File: config.mk
export PLATFORM = sky130hd
export DESIGN_NAME = shift_count_former
export DESIGN_NICKNAME = d
export VERILOG_FILES = /design/src/rtl/shift_count_former.sv
export SDC_FILE = /design/constraint.sdc
export NUM_CORES = 1
export LEC_CHECK = 0
export BUFFER_PORTS_ARGS = -buffer_cell sky130_fd_sc_hd__buf_2
export CELL_PAD_IN_SITES_DETAIL_PLACEMENT = 1
export CELL_PAD_IN_SITES_GLOBAL_PLACEMENT = 1
export CORE_MARGIN = 5
export CORE_UTILIZATION = 29
export DETAILED_ROUTE_END_ITERATION = 8
export GPL_TIMING_DRIVEN = 0
export PLACE_DENSITY_LB_ADDON = 0.1
export SYNTH_ARGS = -nofsm -noshare
export SYNTH_HDL_FRONTEND = slang
export SYNTH_SLANG_ARGS = --single-unit
export TNS_END_PERCENT = 20
File: constraint.sdc
create_clock -name vclk -period 5.5
set_clock_uncertainty 0.05 [all_clocks]
set_input_delay 0.275 -clock vclk [all_inputs]
set_output_delay 0.275 -clock vclk [all_outputs]
set_load 0.01 [all_outputs]
File: src/rtl/shift_count_former.sv
module shift_count_former #(
  parameter int LIT_W = 15,
  parameter int CNT_W = 24,
  parameter int MAG_W = 8
) (
  input  logic [LIT_W-1:0] lit_i,
  input  logic             repl_en_i,
  input  logic [CNT_W-1:0] repl_val_i,
  input  logic             imod_en_i,
  input  logic [CNT_W-1:0] imod_val_i,
  input  logic             xmod_en_i,
  input  logic             xmod_wide_i,
  input  logic [CNT_W-1:0] xmod_val_i,
  output logic [MAG_W-1:0] mag_o,
  output logic             rev_o
);
  localparam int EXT_W = CNT_W - LIT_W;
  localparam int TOP   = MAG_W - 1;

  logic [CNT_W-1:0] base, imod, xmod, total, absval;
  logic             fold;

  assign base   = repl_en_i ? repl_val_i : {{EXT_W{lit_i[LIT_W-1]}}, lit_i};
  assign imod   = imod_en_i ? imod_val_i : '0;
  assign xmod   = !xmod_en_i  ? '0
                : xmod_wide_i ? xmod_val_i
                :               {{EXT_W{1'b0}}, xmod_val_i[LIT_W-1:0]};
  assign total  = base + imod + xmod;
  assign rev_o  = total[CNT_W-1];
  assign absval = rev_o ? (~total + 1'b1) : total;
  assign fold   = |absval[CNT_W-1:TOP];
  assign mag_o  = {fold, absval[TOP-1:0]};
endmodule

Word level (Yosys, flattened, before mapping)
Index checks and enable logic that the tools add are counted.
W data, S select, Z words.
{"block": "classes", "n_reduce_logical": 1, "div": 0, "mul": 0, "eq_ne": 0, "n_bitwise": 1, "n_shift": 0, "muxes": 5, "order_cmp": 0, "addsub": 3}
{"cell": "$mux W24", "n": 5}
{"cell": "$add A24 B24 Y24", "n": 2}
{"cell": "$add A24 B1 Y24 const B", "n": 1}
{"cell": "$not A24 Y24", "n": 1}
{"cell": "$reduce_or A17 Y1", "n": 1}
{"block": "totals", "mem_count": 0, "mem_bits_ro": 0, "latchBits": 0, "out_inout_bits": 9, "ram_bits": 0, "reg_bits": 0, "elab_cells": 10, "inputBits": 91}

Depth between registers and ports, before layout
{"block": "depth", "word_depth": 7, "ltp_mapped": 20, "ltp_nobuf": 15}

Worst setup path before layout
No wires, ideal clock.
{"block": "synth_timing", "path_kind": "in2out", "startpoint": "in repl_en_i", "endpoint": "out mag_o[7]", "path_stages": 17, "required_time_ns": 5.175, "n_path_buf": 3, "path_slack_ns": 0.464, "t_arrival_ns": 4.711, "cell_sequence": "buf_2 buf_1 mux2i_1 fa_1 inv_1 fa_1 a211oi_2 o211ai_1 a21oi_1 o221ai_1 xnor2_1 or3b_1 or4_4 mux2i_1 a41o_1 nand4_1 buf_4"}
{"block": "synth_between", "elab_chain_len": 7}
{"element": "start, declared", "line_no": "7", "source": "input logic repl_en_i,"}
{"element": "$mux W24 (*)", "line_no": "23", "source": "assign base = repl_en_i ? repl_val_i : {{EXT_W{lit_i[LIT_W-1]}}, lit_i};"}
{"element": "$add A24 B24 Y24 (*) (2 in series)", "line_no": "28", "source": "assign total = base + imod + xmod;"}
{"element": "$not A24 Y24", "line_no": "30", "source": "assign absval = rev_o ? (~total + 1'b1) : total;"}
{"element": "$add A24 B1 Y24", "line_no": "30"}
{"element": "$mux W24 (*)", "line_no": "30"}
{"element": "$reduce_or A17 Y1 (*)", "line_no": "31", "source": "assign fold = |absval[CNT_W-1:TOP];"}
{"element": "end, declared", "line_no": "14", "source": "output logic [MAG_W-1:0] mag_o,"}
Mark *: on every way between the ends. The rest lies on a longest branch, timed or not.

Final worst setup path
Ends and elaborated chain as after synthesis.

==> run summary <==
• total die area: 13200 sq um
• maximum resistive drop on vdd: 0.0726 mV
• layout cell share with drive strength beyond 1: 0.260
• Vias: 3645
• number of antenna violations at the first check in global routing: 0
• number of global-route vias before repair: 3854
• Post-route DRC: 0
• yosys synthesis warning count: 0
• actual transition at the worst max-transition pin: 741 ps
• final hold slack: 1090 ps
• dpl hpwl: 9470 um
• placement row count: 38
• gpl congestion: 0.852
• leakage dissipation: 1.91 nW
• most frequent cell after synthesis: sky130_fd_sc_hd__nand2_1
• count of final max-slew check failures: 0
• area taken by multi-input logic gates: 3020 sq um
• DRT iter0 DRCs: 66
• number of max-cap violations: 0
• setup repair after global routing missed its margin: no
• biggest fanout along the worst timing path: 8
• Worst Setup End Kind: output pin
• arrival time at the worst endpoint: 4950 ps
• top cells by count, synth: sky130_fd_sc_hd__nand2_1, sky130_fd_sc_hd__inv_1, sky130_fd_sc_hd__a21oi_1, sky130_fd_sc_hd__fa_1, sky130_fd_sc_hd__nor2_1
• summed instance area of the synthesized netlist: 3180 sq um
• wire length of the first global-routing pass: 18500 um
• first-pass iteration count of the detailed router: 4
• worst-case setup margin in the final layout: 222 ps
• largest net degree at the start of global routing: 21
• number of distinct library cells after synthesis: 67
• worst setup slack after placement: -753 ps
• synth top area cells: sky130_fd_sc_hd__fa_1, sky130_fd_sc_hd__ha_1, sky130_fd_sc_hd__nand2_1
• Worst EP required: 5180 ps
• starting density of the core: 0.295
• final hold violations: 0
• power per unit of standard cell area: 224 nW/um^2
• list of cells traversed by the critical path: buf_2, mux2_2, fa_1, ha_1, fa_2, a211oi_4, o21ai_2, a41oi_1, xor2_1, nand4_1, or4_4, mux2i_1, a41o_1, nand4_1, buf_4, buf_2
• Final #Nets: 691
• cells after synthesis: 451
• Hold/Removal Path Class: in -> out
• detailed-route wire length per cell: 15.7 um
• worst-case headroom to the max-slew limit: 0.502
• overall die height: 115 um
• number of primary I/O pins: 100
• Worst path slowest cell: sky130_fd_sc_hd__or4_4
• portion of synthesized cell area occupied by the leading cell type: 0.151
• routed via count divided by cell count: 5.27
• Worst Path Class, Setup: in -> out
• dominant cell type by area after synthesis: sky130_fd_sc_hd__fa_1
• startpoint type of the worst setup path: input pin
• die span in x: 115 um
• final number of setup-violating endpoints: 0
• result of the run: finished, final reports clean
• global router's overall resource usage: 0.166
• final-layout fill cell count: 1382
• synthesized netlist net count: 589
• count of clock buffers in the final design: 0
• highest clock frequency the design can meet: 189 MHz
• sequential cell count: 0
• share of synthesized area occupied by flip-flops and latches: 0
• total of buffers placed on input and output ports: 99
• mean area per synthesized cell: 7.05 sq um
• area of all sequential standard cells: 0 sq um
• antenna-violating nets left: 0
• overall routed net length: 10900 um
• Crit path largest cell delay: 560 ps
• final critical delay including setup and external delays: 5280 ps
• layout-stage area growth over the synthesis result: 25.9%
• diode insertion count for antenna repair: 0
• placeable core region: 10800 sq um
• GRT Residual Overflow: 0
• portion of the clock cycle consumed by the worst path in the final layout: 0.960
[cells by family (layout without fill, tap and decap cells)]
| group | count (synthesis) | count (layout) | synth area share |
|---|---|---|---|
| buffers and inverters | 68 | 168 | 0.0870 |
| XOR/XNOR | 26 | 26 | 0.0716 |
| multiplexers | 20 | 20 | 0.0638 |
| adder cells (fa/ha/maj) | 47 | 47 | 0.242 |
| AND/OR/NAND/NOR | 167 | 167 | 0.269 |
| AO/OA/AOI/OAI | 123 | 123 | 0.267 |
[worst paths after layout]
check | start | endpoint | slack (ps) | cells past startpoint
worst max-delay path | repl_en_i | mag_o[7] | 220 | 16
worst min-delay path | xmod_val_i[0] | mag_o[0] | 1090 | 5
[per-layer routing]
metal,wire (um),up-vias,global-route usage
li1,-,1812,-
met1,5160,1760,0.230
met2,5320,69,0.304
met3,360,4,0.00476
met5,0,-,0
met4,28,0,0.00391
[through the flow]
step                cell area [sq um]  setup TNS, ps  cells   util  power (mW)
floorplan                        3180              0    451      -       0.603
global placement                 3850           -784    690  0.357       0.836
detailed placement               3850          -1090    690  0.357       0.852
CTS                              3950              0    692  0.366       0.885
global route                     4000              0    691  0.371        1.01
finish                           4000              0    691  0.371       0.898
[worst max-delay path, delay by kind of cell]
kind	cells	cell delay, ps
AOI/OAI and AO/OA	4	1110
xor gates and xnor gates	1	400
adders and majority gates	3	1150
buffers and inverters	3	510
muxes	2	550
and+or+nand+nor	3	930
[placed cells by master (no fill, tap or decap), types with 6 or more instances in the layout]
cell	count
sky130_fd_sc_hd__o211ai_1	7
sky130_fd_sc_hd__mux2i_1	18
sky130_fd_sc_hd__clkbuf_1	8
sky130_fd_sc_hd__nand2_1	64
sky130_fd_sc_hd__xor2_1	9
sky130_fd_sc_hd__nand4_1	8
sky130_fd_sc_hd__and3_1	6
sky130_fd_sc_hd__nor2_1	23
sky130_fd_sc_hd__a21oi_1	32
sky130_fd_sc_hd__xnor2_1	16
sky130_fd_sc_hd__o21ai_0	15
sky130_fd_sc_hd__ha_1	23
sky130_fd_sc_hd__fa_1	23
sky130_fd_sc_hd__buf_2	102
sky130_fd_sc_hd__nor3_1	11
sky130_fd_sc_hd__and2_1	11
sky130_fd_sc_hd__inv_1	45
sky130_fd_sc_hd__a21o_1	8
sky130_fd_sc_hd__nand3_1	8
[power breakdown]
part | total, mW | switching [mW] | internal, mW
Sequential | 0 | 0 | 0
Combinational | 0.898 | 0.552 | 0.347
Clock | 0 | 0 | 0
Total | 0.898 | 0.552 | 0.347
[cell type report]
cell class,count,share of cell area
Tap cell,140,0.0438
Inverter,45,0.0422
Buffer,20,0.0278
Timing Repair Buffer,103,0.131
Multi-Input combinational cell,383,0.755
[timing repair]
action                                  CTS  global route
pin swaps                                 4             2
endpoints found under the hold margin     0             0
hold buffers                              0             0
setup buffers                             4             0
gates resized for setup                  19            15
endpoints found under the setup margin    6             1
gates cloned                              0             0
(Power assumes the default switching activity.)
